File: config.mk
export PLATFORM = sky130hd
export DESIGN_NAME = sram_timing_ctrl
export DESIGN_NICKNAME = d
export VERILOG_FILES = /design/src/rtl/sram_timing_pkg.sv /design/src/rtl/sram_cycle_timer.sv /design/src/rtl/sram_seq_fsm.sv /design/src/rtl/sram_io_path.sv /design/src/rtl/sram_timing_ctrl.sv
export SDC_FILE = /design/constraint.sdc
export NUM_CORES = 1
export LEC_CHECK = 0
export ABC_CLOCK_PERIOD_IN_PS = 1500
export BUFFER_PORTS_ARGS = -buffer_cell sky130_fd_sc_hd__buf_4
export CORE_UTILIZATION = 41
export DETAILED_ROUTE_END_ITERATION = 16
export PLACE_DENSITY = 0.75
export SKIP_LAST_GASP = 1
export SYNTH_ARGS = -nofsm -noshare
export SYNTH_HDL_FRONTEND = slang
export SYNTH_SLANG_ARGS = --single-unit
File: constraint.sdc
create_clock -name clk -period 1.5 [get_ports clk]
set_input_delay 0.15 -clock clk [delete_from_list [all_inputs] [get_ports clk]]
set_output_delay 0.15 -clock clk [all_outputs]
set_load 0.01 [all_outputs]
File: src/rtl/sram_timing_pkg.sv
`timescale 1ns/1ps
package sram_timing_pkg;

   typedef enum logic [2:0] {
      ST_IDLE,
      ST_RD_ACCESS,
      ST_RD_RELEASE,
      ST_WR_PULSE,
      ST_WR_HOLD
   } seq_state_t;

   // ceiling of a time limit against the clock period, at least one cycle
   function automatic int ps_to_cycles(input int limit_ps, input int period_ps);
      int c;
      c = (limit_ps + period_ps - 1) / period_ps;
      if (c < 1) c = 1;
      return c;
   endfunction

   function automatic int max_of(input int a, input int b);
      return (a > b) ? a : b;
   endfunction

endpackage

File: src/rtl/sram_cycle_timer.sv
`timescale 1ns/1ps
module sram_cycle_timer #(
   parameter int CNT_W = 4
) (
   input  logic             clk,
   input  logic             rst_n,
   input  logic             load,
   input  logic [CNT_W-1:0] load_val,
   output logic             done
);

   logic [CNT_W-1:0] cnt_q;

   always_ff @(posedge clk) begin
      if (!rst_n) begin
         cnt_q <= '0;
      end else if (load) begin
         cnt_q <= load_val;
      end else if (cnt_q != '0) begin
         cnt_q <= cnt_q - 1'b1;
      end
   end

   assign done = (cnt_q == '0);

   // a running window shortens by exactly one cycle per clock
   assert_count_down_R1: assert property (@(posedge clk) disable iff (!rst_n)
      (!load && cnt_q != '0) |=> (cnt_q == $past(cnt_q) - 1'b1));

endmodule

File: src/rtl/sram_seq_fsm.sv
`timescale 1ns/1ps
module sram_seq_fsm
   import sram_timing_pkg::*;
#(
   parameter int RD_CYC   = 9,
   parameter int REL_CYC  = 4,
   parameter int WE_CYC   = 7,
   parameter int HOLD_CYC = 2,
   parameter int CNT_W    = 4
) (
   input  logic             clk,
   input  logic             rst_n,
   input  logic             req,
   input  logic             req_wr,
   input  logic             timer_done,
   output logic             accept,
   output logic             capture,
   output logic             timer_load,
   output logic [CNT_W-1:0] timer_val,
   output logic             sel_act,
   output logic             rd_act,
   output logic             wr_act,
   output logic             drive_act,
   output logic             ack
);

   localparam logic [CNT_W-1:0] RD_LD   = CNT_W'(RD_CYC - 1);
   localparam logic [CNT_W-1:0] REL_LD  = CNT_W'(REL_CYC - 1);
   localparam logic [CNT_W-1:0] WE_LD   = CNT_W'(WE_CYC - 1);
   localparam logic [CNT_W-1:0] HOLD_LD = CNT_W'(HOLD_CYC - 1);

   seq_state_t state_q;
   logic       sel_q, rd_q, wr_q, drv_q, ack_q;

   assign accept  = (state_q == ST_IDLE) && req && !ack_q;
   assign capture = (state_q == ST_RD_ACCESS) && timer_done;

   always_comb begin
      timer_load = 1'b0;
      timer_val  = '0;
      if (accept) begin
         timer_load = 1'b1;
         timer_val  = req_wr ? WE_LD : RD_LD;
      end else if (state_q == ST_RD_ACCESS && timer_done) begin
         timer_load = 1'b1;
         timer_val  = REL_LD;
      end else if (state_q == ST_WR_PULSE && timer_done) begin
         timer_load = 1'b1;
         timer_val  = HOLD_LD;
      end
   end

   always_ff @(posedge clk) begin
      if (!rst_n) begin
         state_q <= ST_IDLE;
         sel_q   <= 1'b0;
         rd_q    <= 1'b0;
         wr_q    <= 1'b0;
         drv_q   <= 1'b0;
         ack_q   <= 1'b0;
      end else begin
         ack_q <= 1'b0;
         unique case (state_q)
            ST_IDLE: begin
               if (accept) begin
                  sel_q   <= 1'b1;
                  rd_q    <= !req_wr;
                  wr_q    <= req_wr;
                  drv_q   <= req_wr;
                  state_q <= req_wr ? ST_WR_PULSE : ST_RD_ACCESS;
               end
            end
            ST_RD_ACCESS: begin
               if (timer_done) begin
                  sel_q   <= 1'b0;
                  rd_q    <= 1'b0;
                  ack_q   <= 1'b1;
                  state_q <= ST_RD_RELEASE;
               end
            end
            ST_RD_RELEASE: begin
               if (timer_done) state_q <= ST_IDLE;
            end
            ST_WR_PULSE: begin
               if (timer_done) begin
                  wr_q    <= 1'b0;
                  state_q <= ST_WR_HOLD;
               end
            end
            ST_WR_HOLD: begin
               if (timer_done) begin
                  sel_q   <= 1'b0;
                  drv_q   <= 1'b0;
                  ack_q   <= 1'b1;
                  state_q <= ST_IDLE;
               end
            end
            default: state_q <= ST_IDLE;
         endcase
      end
   end

   assign sel_act   = sel_q;
   assign rd_act    = rd_q;
   assign wr_act    = wr_q;
   assign drive_act = drv_q;
   assign ack       = ack_q;

   // read enable and data drive never overlap
   assert_rd_drive_excl_R5: assert property (@(posedge clk) disable iff (!rst_n)
      rd_q |-> !drv_q);

endmodule

File: src/rtl/sram_io_path.sv
`timescale 1ns/1ps
module sram_io_path #(
   parameter int ADDR_W = 16,
   parameter int DATA_W = 16
) (
   input  logic              clk,
   input  logic              rst_n,
   input  logic              latch,
   input  logic              capture,
   input  logic              drive,
   input  logic [ADDR_W-1:0] host_addr,
   input  logic [DATA_W-1:0] host_wdata,
   input  logic [DATA_W-1:0] mem_dq_in,
   output logic [ADDR_W-1:0] mem_addr,
   output logic [DATA_W-1:0] mem_dq_out,
   output logic [DATA_W-1:0] mem_dq_oe,
   output logic [DATA_W-1:0] host_rdata
);

   logic [ADDR_W-1:0] addr_q;
   logic [DATA_W-1:0] wdata_q;
   logic [DATA_W-1:0] rdata_q;

   always_ff @(posedge clk) begin
      if (!rst_n) begin
         addr_q  <= '0;
         wdata_q <= '0;
         rdata_q <= '0;
      end else begin
         if (latch) begin
            addr_q  <= host_addr;
            wdata_q <= host_wdata;
         end
         if (capture) rdata_q <= mem_dq_in;
      end
   end

   // one drive enable per pad
   for (genvar b = 0; b < DATA_W; b++) begin : g_pad_oe
      assign mem_dq_oe[b] = drive;
   end

   assign mem_addr   = addr_q;
   assign mem_dq_out = wdata_q;
   assign host_rdata = rdata_q;

endmodule

File: src/rtl/sram_timing_ctrl.sv
`timescale 1ns/1ps
module sram_timing_ctrl
   import sram_timing_pkg::*;
#(
   parameter int ADDR_W            = 16,
   parameter int DATA_W            = 16,
   parameter int CLK_PERIOD_PS     = 5000,
   parameter int T_CYCLE_PS        = 45000,
   parameter int T_ADDR_DATA_PS    = 45000,
   parameter int T_RDEN_DATA_PS    = 22000,
   parameter int T_BUS_RELEASE_PS  = 18000,
   parameter int T_WE_PULSE_PS     = 35000,
   parameter int T_ADDR_TO_WEND_PS = 35000,
   parameter int T_DATA_TO_WEND_PS = 25000,
   parameter int T_WR_HOLD_PS      = 0
) (
   input  logic              clk,
   input  logic              rst_n,
   input  logic              host_req,
   input  logic              host_wr,
   input  logic [ADDR_W-1:0] host_addr,
   input  logic [DATA_W-1:0] host_wdata,
   output logic              host_ack,
   output logic [DATA_W-1:0] host_rdata,
   output logic [ADDR_W-1:0] mem_addr,
   output logic [DATA_W-1:0] mem_dq_out,
   output logic [DATA_W-1:0] mem_dq_oe,
   input  logic [DATA_W-1:0] mem_dq_in,
   output logic              mem_sel_n,
   output logic              mem_sel_hi,
   output logic              mem_rd_en_n,
   output logic              mem_wr_en_n
);

   localparam int CYC_MIN  = ps_to_cycles(T_CYCLE_PS, CLK_PERIOD_PS);
   localparam int RD_CYC   = max_of(CYC_MIN,
                               max_of(ps_to_cycles(T_ADDR_DATA_PS, CLK_PERIOD_PS),
                                      ps_to_cycles(T_RDEN_DATA_PS, CLK_PERIOD_PS)));
   localparam int REL_CYC  = ps_to_cycles(T_BUS_RELEASE_PS, CLK_PERIOD_PS);
   localparam int WE_CYC   = max_of(ps_to_cycles(T_WE_PULSE_PS, CLK_PERIOD_PS),
                               max_of(ps_to_cycles(T_ADDR_TO_WEND_PS, CLK_PERIOD_PS),
                                      ps_to_cycles(T_DATA_TO_WEND_PS, CLK_PERIOD_PS)));
   localparam int HOLD_CYC = max_of(ps_to_cycles(T_WR_HOLD_PS, CLK_PERIOD_PS),
                                    CYC_MIN - WE_CYC);
   localparam int MAX_CYC  = max_of(max_of(RD_CYC, REL_CYC), max_of(WE_CYC, HOLD_CYC));
   localparam int CNT_W    = $clog2(MAX_CYC + 1);
   localparam int RUN_W    = CNT_W + 1;

   if (ADDR_W < 1 || DATA_W < 1) begin : g_bad_width
      $error("sram_timing_ctrl: address and data widths must be positive");
   end
   if (CLK_PERIOD_PS < 1) begin : g_bad_period
      $error("sram_timing_ctrl: clock period must be positive");
   end

   logic             accept, capture, timer_load, timer_done;
   logic [CNT_W-1:0] timer_val;
   logic             sel_act, rd_act, wr_act, drive_act;

   sram_cycle_timer #(.CNT_W(CNT_W)) i_timer (
      .clk      (clk),
      .rst_n    (rst_n),
      .load     (timer_load),
      .load_val (timer_val),
      .done     (timer_done)
   );

   sram_seq_fsm #(
      .RD_CYC   (RD_CYC),
      .REL_CYC  (REL_CYC),
      .WE_CYC   (WE_CYC),
      .HOLD_CYC (HOLD_CYC),
      .CNT_W    (CNT_W)
   ) i_fsm (
      .clk        (clk),
      .rst_n      (rst_n),
      .req        (host_req),
      .req_wr     (host_wr),
      .timer_done (timer_done),
      .accept     (accept),
      .capture    (capture),
      .timer_load (timer_load),
      .timer_val  (timer_val),
      .sel_act    (sel_act),
      .rd_act     (rd_act),
      .wr_act     (wr_act),
      .drive_act  (drive_act),
      .ack        (host_ack)
   );

   sram_io_path #(.ADDR_W(ADDR_W), .DATA_W(DATA_W)) i_io (
      .clk        (clk),
      .rst_n      (rst_n),
      .latch      (accept),
      .capture    (capture),
      .drive      (drive_act),
      .host_addr  (host_addr),
      .host_wdata (host_wdata),
      .mem_dq_in  (mem_dq_in),
      .mem_addr   (mem_addr),
      .mem_dq_out (mem_dq_out),
      .mem_dq_oe  (mem_dq_oe),
      .host_rdata (host_rdata)
   );

   assign mem_sel_n   = !sel_act;
   assign mem_sel_hi  = sel_act;
   assign mem_rd_en_n = !rd_act;
   assign mem_wr_en_n = !wr_act;

   // ---------------- checker support: run lengths of pin levels
   localparam logic [RUN_W-1:0] REL_RUN = RUN_W'(REL_CYC);
   localparam logic [RUN_W-1:0] WE_RUN  = RUN_W'(WE_CYC);

   logic [RUN_W-1:0] rden_hi_run, wren_lo_run;

   always_ff @(posedge clk) begin
      if (!rst_n) begin
         rden_hi_run <= '1;
         wren_lo_run <= '0;
      end else begin
         if (!mem_rd_en_n)          rden_hi_run <= '0;
         else if (rden_hi_run != '1) rden_hi_run <= rden_hi_run + 1'b1;
         if (mem_wr_en_n)            wren_lo_run <= '0;
         else if (wren_lo_run != '1) wren_lo_run <= wren_lo_run + 1'b1;
      end
   end

   // write enable only while both selects are active
   assert_wr_needs_sel_R3: assert property (@(posedge clk) disable iff (!rst_n)
      !mem_wr_en_n |-> (!mem_sel_n && mem_sel_hi));

   // the write ends on the write-enable edge after a full pulse
   assert_we_pulse_R4: assert property (@(posedge clk) disable iff (!rst_n)
      $rose(mem_wr_en_n) |-> (wren_lo_run >= WE_RUN && !mem_sel_n));

   // drivers only after the memory has released the bus
   assert_no_contention_R5: assert property (@(posedge clk) disable iff (!rst_n)
      (|mem_dq_oe) |-> (mem_rd_en_n && rden_hi_run >= REL_RUN));

   // address fixed while selected
   assert_addr_stable_R6: assert property (@(posedge clk) disable iff (!rst_n)
      (!mem_sel_n && $past(!mem_sel_n)) |-> $stable(mem_addr));

   // write data fixed while driven
   assert_data_stable_R6: assert property (@(posedge clk) disable iff (!rst_n)
      ((|mem_dq_oe) && $past(|mem_dq_oe)) |-> $stable(mem_dq_out));

   // acknowledge is a single-cycle pulse
   assert_ack_pulse_R7: assert property (@(posedge clk) disable iff (!rst_n)
      host_ack |=> !host_ack);

endmodule

==> flow_summary.toml, run 1 <==
[run_status]
status = "finished, violations left"
violations = "setup timing"

[critical_path]
critPathBufInv = 2
startpoint_type = "register"
cp_top_family = "simple AND/OR/NAND/NOR gates"
crit_required_ns = 1.76
crit_type = "register to register"
crit_slowest_cell = "or3b_4"
cp.arrival_ns = 1.79
endpoint_kind = "register"
cp_cell_sequence = "inv_2, ha_4, or3b_4, nor3_4, buf_12, nand2_1, a21boi_0"
path_max_fanout = 16
slowest_delay_ns = 0.41

[final_layout]
antenna_cells = 0
drive_gt1_share_pct = 41.7
areaGrowthSynthToFinish_pct = 48.3
final_cells = 490
layout_commonest_cell = "buf_4"
post-route-cell-area_mm2 = 0.00375
utilization_pct = 63.0
final_cell_mix = "buf_4 (135), nand2_1 (101), dfxtp_1 (59), a21boi_0 (39), clkbuf_8 (11)"
fillers = 547
final_nets = 464

[global_route]
grt_pass1_wl_um = 9880
grt.overflow.total = 0
grt_max_degree = 36
grt_pass1_vias = 2207
grtUsageTotal_pct = 19.8
grt_antenna_before_repair = 0

[yosys]
synthesis.instances = 294
ys_warn_count = 0
ys_ff_latch = 60
ys.flop_type = "dfxtp_1"
synth_nets = 348
ys_types = 32
synth-edff-count = 0
synth_area_mm2 = 0.00253
synth_top_area_cell = "dfxtp_1"
avgSynthCellArea_um2 = 8.61
synth-async-reset-ratio_pct = 0
yosysTopAreaCellShare_pct = 47.4
yosysSeqAreaShare_pct = 47.4
synth_area_leaders = "dfxtp_1 (47%), nand2_1 (15%), a21boi_0 (12%), buf_4 (5.6%), a21boi_2 (4.0%)"

[sta]
clock_skew_ns = 0.00583
finalSetupViolations = 13
drv_slew = 0
layout_setup_ws_ns = -0.0354
period_share_pct = 102
worst_pin_slew_ns = 0.489
hold_viol_final = 0
fmax_mhz = 651
fin_hold_ws_ns = 0.0646
period_needed_ns = 1.54
relSlewSlack_pct = 67.4
rsz0062_at_grt = "true"

[clock_network]
h-tree-depth = 3
clk_latency_ns = 0.33
path_clk_slew_ns = 0.07
cts.sink_count = 60
cts_buffers = 9
ctsHoldBuffers = 0
cts_root_buf = "clkbuf_8"
tritoncts = "yes"
clk_path_buf_depth = 2

[power]
p_clk_share_pct = 29.0
p_seq_share_pct = 33.8
pwr_density_cell_mw_per_mm2 = 1670
ir_worst_vdd_mv = 0.931
p_sw_share_pct = 31.6
p_sw_w = 0.00198
p_int_w = 0.00428
power.leakage_nw = 1.66
combPwrFrac_pct = 37.2

[route]
drc = 0
via_count = 2340
viasPerCell = 4.78
drt_wl_total_um = 6170
drt_iter0_drc = 79
postRouteAntennaNets = 0
firstDrtPassIters = 4
wire_per_inst_um = 12.6

[placed_design]
placed_cells_incl_taps = 473
place_hpwl_um = 4330
numPortBuffers = 120
dpl-instance-area_mm2 = 0.00348
gp_congestion = 0.816

[run]
cap_violations = 0

[floorplanning]
initial_core_util_pct = 42.5
fp.dieW_um = 80.6
dieArea_mm2 = 0.00649
core.rowCount = 28
die_h_um = 80.6
design.core.area_mm2 = 0.00596
pin_count = 121

[min_path]
hp-class = "input port to register"
==> worst reg2reg max path: cells and delay by family (launching register included) <==
| family | cells | cell delay, ns |
|---|---|---|
| AND/OR/NAND/NOR | 3 | 0.62 |
| adder cells (fa/ha/maj) | 1 | 0.14 |
| flip-flops | 1 | 0.32 |
| buffers and inverters | 2 | 0.25 |
| AO/OA/AOI/OAI | 1 | 0.14 |
==> per-stage QoR <==
stage | power [W] | setup TNS (ns) | setup slack [ns]
after detailed placement | 0.00440 | -0.902 | -0.105
final | 0.00626 | -0.184 | -0.0354
after global routing | 0.00668 | -1.81 | -0.154
after floorplan | 0.00348 | -0.901 | -0.0908
after global placement | 0.00434 | -0.237 | -0.0305
after CTS | 0.00627 | -0.315 | -0.0744
==> logic make-up after synthesis <==
group / after synthesis / share of synthesized area, %
compound gates: 66 / 20.2
xor+xnor: 2 / 0.692
flops: 60 / 47.4
simple gates: 126 / 21.4
fa+ha+maj: 2 / 0.988
buf+inv: 38 / 9.29
==> metal layers <==
layer	up-vias	wire [µm]	GRT usage [%]
li1	1181	-	-
met1	1079	2570	23.2
met2	70	3130	33.8
met3	10	363	4.66
met4	0	110	9.11
met5	-	0	0
==> path summary, 6_finish.rpt <==
kind | depth (start not counted) | to | slack, ns | start
min | 3 | i_io.host_rdata[6]$_SDFFE_PN0P_ | 0.06 | mem_dq_in[6]
max | 7 | i_io.host_rdata[1]$_SDFFE_PN0P_ | -0.04 | i_timer.cnt_q[0]$_SDFFE_PN0P_
min reg2reg | 2 | i_io.mem_dq_out[6]$_SDFFE_PN0P_ | 0.46 | i_io.mem_dq_out[6]$_SDFFE_PN0P_
max reg2reg | 7 | i_io.host_rdata[1]$_SDFFE_PN0P_ | -0.04 | i_timer.cnt_q[0]$_SDFFE_PN0P_
==> cells in the mapped netlist, types with 3 or more instances <==
| library cell | n |
|---|---|
| dfxtp_1 | 60 |
| nor2_1 | 4 |
| nand2_1 | 102 |
| a21boi_2 | 9 |
| and2_1 | 3 |
| buf_2 | 5 |
| o21ai_0 | 4 |
| a21oi_1 | 5 |
| clkbuf_1 | 7 |
| a21boi_0 | 42 |
| nand3_1 | 4 |
| buf_4 | 19 |
| inv_1 | 5 |
==> sequential cells by signal, summed over array words and instances, names as in the netlist <==
register and count:
i_fsm.drive_act 1, i_fsm.ack 1, i_io.mem_addr 16, i_io.host_rdata 16, i_io.mem_dq_out 16, i_timer.cnt_q 4
i_fsm.sel_act 1, i_fsm.state_q 3, i_fsm.rd_act 1, i_fsm.wr_act 1
==> power groups by stage <==
stage	Clock [W]	Sequential (W)	Combinational (W)
floorplan	0	0.00223	0.00125
detailed placement	0	0.00214	0.00226
finish	0.00182	0.00211	0.00233
CTS	0.00186	0.00211	0.00230
global placement	0	0.00212	0.00222
global route	0.00192	0.00216	0.00259
==> layout make-up <==
cell class | count | area [µm²] | share of cell area [%]
clock buffer | 12 | 155 | 4.13
multi-input combinational | 196 | 1120 | 30.0
tap | 75 | 93.8 | 2.50
clock inverter | 4 | 95.1 | 2.53
sequential | 60 | 1200 | 32.0
inverter | 5 | 18.8 | 0.500
timing repair buffer | 138 | 1060 | 28.4
==> repair_timing <==
action	4_1_cts	5_1_grt
endpoints found under the setup margin	21	24
cloned	0	0
setup buffers	0	1
gates resized for setup	2	4
Power figures use the tool's default switching activity.
==> run 2, diff against run 1 <==
- SETUP_SLACK_MARGIN: not set -> 0.15
==> run 2 against run 1 <==
Effect of this change: largest cell class unchanged; hold slack better by 0.0059 ns; utilization up 1.1 points; die area unchanged; design area up 1.8%; the flow still finishes with violations (setup timing); cell count up 1.2%; critical endpoint is now i_fsm.state_q[1]$_SDFFE_PN0P_; power down 3.5%; sequential share of layout area down 0.49 points.
==> flow_summary.toml, run 2 (synthesized netlist as in run 1, its figures left out) <==
[critical_path]
reg2reg_depth = 8
cp_cell_sequence = "inv_2, ha_4, buf_4, nor3b_4, buf_6, nand3b_1, a21o_1, a21boi_1"
worstReg2RegStart = "i_timer.cnt_q[0]$_SDFFE_PN0P_"
crit_type = "register to register"
startpoint_type = "register"
slowest_delay_ns = 0.33
critPathBufInv = 3
crit_required_ns = 1.76
cp_top_family = "simple AND/OR/NAND/NOR gates"
crit_slowest_cell = "nor3b_4"
regToRegEndpoint = "i_fsm.state_q[1]$_SDFFE_PN0P_"
cp.arrival_ns = 1.80
path_max_fanout = 4
endpoint_kind = "register"
r2r_slack_ns = -0.04

[final_layout]
layout_commonest_cell = "buf_4"
drive_gt1_share_pct = 44.4
final_nets = 470
final_cell_mix = "buf_4 (135), nand2_1 (101), dfxtp_1 (57), a21boi_0 (28), a21boi_1 (15)"
antenna_cells = 0
multi_input_area_mm2 = 0.00118
areaGrowthSynthToFinish_pct = 50.9
fillers = 514
final_cells = 496
register_area_mm2 = 0.00120

[floorplanning]
design.core.area_mm2 = 0.00596
core.rowCount = 28
initial_core_util_pct = 42.5
dieArea_mm2 = 0.00649
die_h_um = 80.6
pin_count = 121
fp.dieW_um = 80.6

[clock_network]
cts.sink_count = 60
cts_root_buf = "clkbuf_8"
cts_buffers = 9
h-tree-depth = 3
clk_latency_ns = 0.33
ctsHoldBuffers = 0
clk_path_buf_depth = 2
tritoncts = "yes"
path_clk_slew_ns = 0.07

[global_route]
grt_pass1_vias = 2098
grt.overflow.total = 0
grt_pass1_wl_um = 8890
grt_antenna_before_repair = 0
grtUsageTotal_pct = 17.8
grt_max_degree = 37

[sta]
period_share_pct = 103
drv_slew = 0
clock_skew_ns = 0.0109
worst_pin_slew_ns = 0.335
rsz0062_at_grt = "true"
fin_hold_ws_ns = 0.0705
relSlewSlack_pct = 77.7
finalSetupViolations = 17
period_needed_ns = 1.54
fmax_mhz = 649
hold_viol_final = 0
layout_setup_ws_ns = -0.0420

[power]
power.leakage_nw = 1.69
pwr_density_cell_mw_per_mm2 = 1580
ir_worst_vdd_mv = 0.747
power_w = 0.00605

[min_path]
holdPathEnd = "i_io.mem_addr[1]$_SDFFE_PN0P_"
worstHoldStart = "host_addr[1]"
hp-class = "input port to register"
min_path_cells = 3

[placed_design]
place_hpwl_um = 4140
numPortBuffers = 120
placed_cells_incl_taps = 472
gp_congestion = 0.842

[route]
postRouteAntennaNets = 0
via_count = 2349
drt_iter0_drc = 100
wire_per_inst_um = 12.2
viasPerCell = 4.74
firstDrtPassIters = 4
drc = 0
drt_wl_total_um = 6050

[run_status]
violations = "setup timing"
status = "finished, violations left"

[run]
cap_violations = 0
## run 2: changes by cell type in the layout (fill, tap and decap cells not counted), moves of 3 or more
cell and delta:
a21boi_1 +11, buf_6 +3, a21boi_0 -11, clkinv_2 +3, bufinv_16 -3
## run 2: how the worst max path moves through the flow
stage | start | to | slack [ns] | cells past startpoint
5_1_grt | i_timer.cnt_q[0]$_SDFFE_PN0P_ | i_io.host_rdata[5]$_SDFFE_PN0P_ | -0.09 | 7
4_1_cts | i_timer.cnt_q[0]$_SDFFE_PN0P_ | i_io.host_rdata[9]$_SDFFE_PN0P_ | -0.03 | 7
6_report | i_timer.cnt_q[0]$_SDFFE_PN0P_ | i_fsm.state_q[1]$_SDFFE_PN0P_ | -0.04 | 8
3_5_place_dp | i_timer.cnt_q[0]$_SDFFE_PN0P_ | i_io.host_rdata[9]$_SDFFE_PN0P_ | -0.12 | 7
3_3_place_gp | i_timer.cnt_q[0]$_SDFFE_PN0P_ | i_io.host_rdata[12]$_SDFFE_PN0P_ | -0.06 | 7
2_1_floorplan | i_timer.cnt_q[0]$_SDFFE_PN0P_ | i_io.host_rdata[15]$_SDFFE_PN0P_ | -0.09 | 8
## run 2: report_power, final
group | internal [W] | switching, W | total, W
clock network | 0.000590 | 0.000580 | 0.00117
registers | 0.00191 | 0.000214 | 0.00213
logic | 0.00144 | 0.00131 | 0.00275
total | 0.00394 | 0.00210 | 0.00605
## run 2: routing by layer
metal	wire, µm	GRT usage (%)	vias to the layer above
met5	0	0	-
met4	35	5.71	0
met2	3110	30.3	72
met1	2530	20.1	1089
met3	369	7.27	2
li1	-	-	1186
## run 2: through the flow
step / utilization [%] / area (µm²) / setup WS [ns] / TNS, ns
global placement: 58.3 / 3470 / -0.0571 / -0.893
CTS: 62.5 / 3720 / -0.0301 / -0.126
global route: 64.2 / 3820 / -0.0913 / -1.53
floorplan: - / 2560 / -0.0880 / -0.873
finish: 64.2 / 3820 / -0.0420 / -0.276
detailed placement: 58.3 / 3470 / -0.119 / -1.65
## run 2: layout make-up
cell class / count / share of cell area (%)
sequential: 60 / 31.5
clock inverter: 5 / 0.753
multi-input combinational: 196 / 30.9
timing repair buffer: 144 / 30.4
tap: 75 / 2.46
clock buffer: 11 / 3.44
inverter: 5 / 0.491
## run 2: repair_timing
item,4_1_cts,5_1_grt
endpoints found under the setup margin,57,55
pin swaps,7,10
setup buffers,2,5
gates cloned,1,0
resized for setup,18,19
## run 2: worst register-to-register path: stages (launching register included)
cell and delay, ns:
dfxtp_2 0.32, inv_2 0.07, ha_4 0.13, buf_4 0.11
nor3b_4 0.33, buf_6 0.16, nand3b_1 0.08, a21o_1 0.17
a21boi_1 0.11
==> run 3, diff against run 2 <==
- ABC_CLOCK_PERIOD_IN_PS: 1500 -> 1400
- clock period: 1.5 -> 1.4 ns (I/O delays scaled with it)
==> run 3 against run 2 <==
Effect of this change: the flow still finishes with violations (setup timing); first-iteration DRC count shrank 35%; flip-flop and latch count is the same; clock-buffer cell count grew 1; worst setup slack lost 0.074 ns; critical endpoint is now i_io.host_rdata[2]$_SDFFE_PN0P_; maximum frequency grew 1.7%; non-clock buffer count grew 13; hold slack lost 0.019 ns; utilization grew 8.6 points; routed wire length grew 20%; sequential power grew 7%; via count grew 3.0%.
==> flow_summary.toml, run 3 (synthesized netlist as in run 1, its figures left out) <==
[run_status]
status = "finished, violations left"
violations = "setup timing"

[critical_path]
cp_cell_sequence = "inv_2, ha_4, or3b_4, nor3_4, buf_12, nand2_1, a21boi_1"
reg2reg_depth = 7
regToRegEndpoint = "i_io.host_rdata[2]$_SDFFE_PN0P_"
crit_slowest_cell = "or3b_4"
worstReg2RegStart = "i_timer.cnt_q[0]$_SDFFE_PN0P_"
cp.arrival_ns = 1.77
crit_required_ns = 1.66
crit_type = "register to register"
path_max_fanout = 16
critPathBufInv = 2
crit_cells = 7
cp_top_family = "simple AND/OR/NAND/NOR gates"
slowest_delay_ns = 0.42
r2r_slack_ns = -0.12
endpoint_kind = "register"
startpoint_type = "register"

[sta]
clock_skew_ns = 0.00521
relSlewSlack_pct = 81.1
tns_ns = -1.80
layout_setup_ws_ns = -0.116
period_needed_ns = 1.52
finalSetupViolations = 25
rsz0062_at_grt = "true"
hold_viol_final = 0
fmax_mhz = 659
drv_slew = 0
period_share_pct = 108
worst_pin_slew_ns = 0.281

[final_layout]
final_cell_mix = "buf_4 (137), nand2_1 (78), dfxtp_1 (55), a21boi_1 (28), a21boi_2 (19)"
areaGrowthSynthToFinish_pct = 71.1
layout_commonest_cell = "buf_4"
fillers = 448
final_nets = 483
drive_gt1_share_pct = 54.6
antenna_cells = 0
post-route-cell-area_mm2 = 0.00433
final_cells = 509

[placed_design]
numPortBuffers = 120
gp_congestion = 0.860
placed_cells_incl_taps = 475
dp_slack_ns = -0.194
dpl-instance-area_mm2 = 0.00352
place_hpwl_um = 4250

[clock_network]
path_clk_slew_ns = 0.07
clk_path_buf_depth = 2
cts_root_buf = "clkbuf_8"
h-tree-depth = 3
ctsHoldBuffers = 0
cts.sink_count = 60
clk_latency_ns = 0.33
cts_buffers = 9
tritoncts = "yes"

[floorplanning]
fp.dieW_um = 80.6
dieArea_mm2 = 0.00649
die_h_um = 80.6
pin_count = 121
initial_core_util_pct = 42.5
core.rowCount = 28
design.core.area_mm2 = 0.00596

[global_route]
grt_max_degree = 32
grt_pass1_vias = 2195
grtUsageTotal_pct = 20.9
grt_pass1_wl_um = 10200
grt_antenna_before_repair = 0
grt.overflow.total = 0

[run]
cap_violations = 0

[route]
postRouteAntennaNets = 0
viasPerCell = 4.75
wire_per_inst_um = 14.3
drc = 0
firstDrtPassIters = 4
via_count = 2420
drt_iter0_drc = 65
drt_wl_total_um = 7270

[power]
ir_worst_vdd_mv = 1.05
pwr_density_cell_mw_per_mm2 = 1770
power.leakage_nw = 1.97
power_w = 0.00767

[min_path]
hp-class = "input port to register"
worstHoldStart = "host_wdata[4]"
min_path_cells = 3
holdPathEnd = "i_io.mem_dq_out[4]$_SDFFE_PN0P_"
run 3: final cells by class:
class,count,area (µm²),area share (%)
timing repair buffer,157,1440,33.2
tap,75,93.8,2.17
multi-input combinational,196,1370,31.5
inverter,5,18.8,0.433
clock inverter,4,47.5,1.10
sequential,60,1210,28.0
clock buffer,12,155,3.58
run 3: how the worst max path moves through the flow:
stage                                        startpoint                          endpoint  slack, ns
after floorplan           i_timer.cnt_q[0]$_SDFFE_PN0P_  i_io.host_rdata[15]$_SDFFE_PN0P_      -0.19
after global placement    i_timer.cnt_q[0]$_SDFFE_PN0P_   i_io.host_rdata[8]$_SDFFE_PN0P_      -0.13
after detailed placement  i_timer.cnt_q[0]$_SDFFE_PN0P_     i_timer.cnt_q[1]$_SDFFE_PN0P_      -0.19
after CTS                 i_timer.cnt_q[0]$_SDFFE_PN0P_   i_io.host_rdata[2]$_SDFFE_PN0P_      -0.13
after global routing      i_timer.cnt_q[0]$_SDFFE_PN0P_   i_io.host_rdata[2]$_SDFFE_PN0P_      -0.20
final                     i_timer.cnt_q[0]$_SDFFE_PN0P_   i_io.host_rdata[2]$_SDFFE_PN0P_      -0.12
run 3: repair_timing:
action                                  4_1_cts  5_1_grt
pin swaps                                     5       40
setup buffers                                 4        4
cloned                                        4        6
endpoints found under the setup margin       76       60
resized for setup                            35       78
run 3: per-layer routing:
layer,global-route usage (%),vias to the layer above,wire (µm)
met5,0,-,0
li1,-,1216,-
met1,26.0,1117,3150
met4,9.46,0,108
met2,34.1,75,3650
met3,4.66,12,369
run 3: power by group:
group	switching, W	internal [W]
sequential	0.000218	0.00205
combinational	0.00173	0.00208
clock	0.000675	0.000914
run 3: worst min-delay path, stage by stage:
cell      delay (ns)
buf_4           0.11
nand2_1         0.04
a21boi_1        0.05
run 3: metrics by stage:
stage	utilization, %	hold WS, ns
floorplan	-	0.275
detailed placement	59.2	0.403
global placement	59.2	0.388
global route	72.8	0.0438
CTS	66.3	0.0416
finish	72.8	0.0515
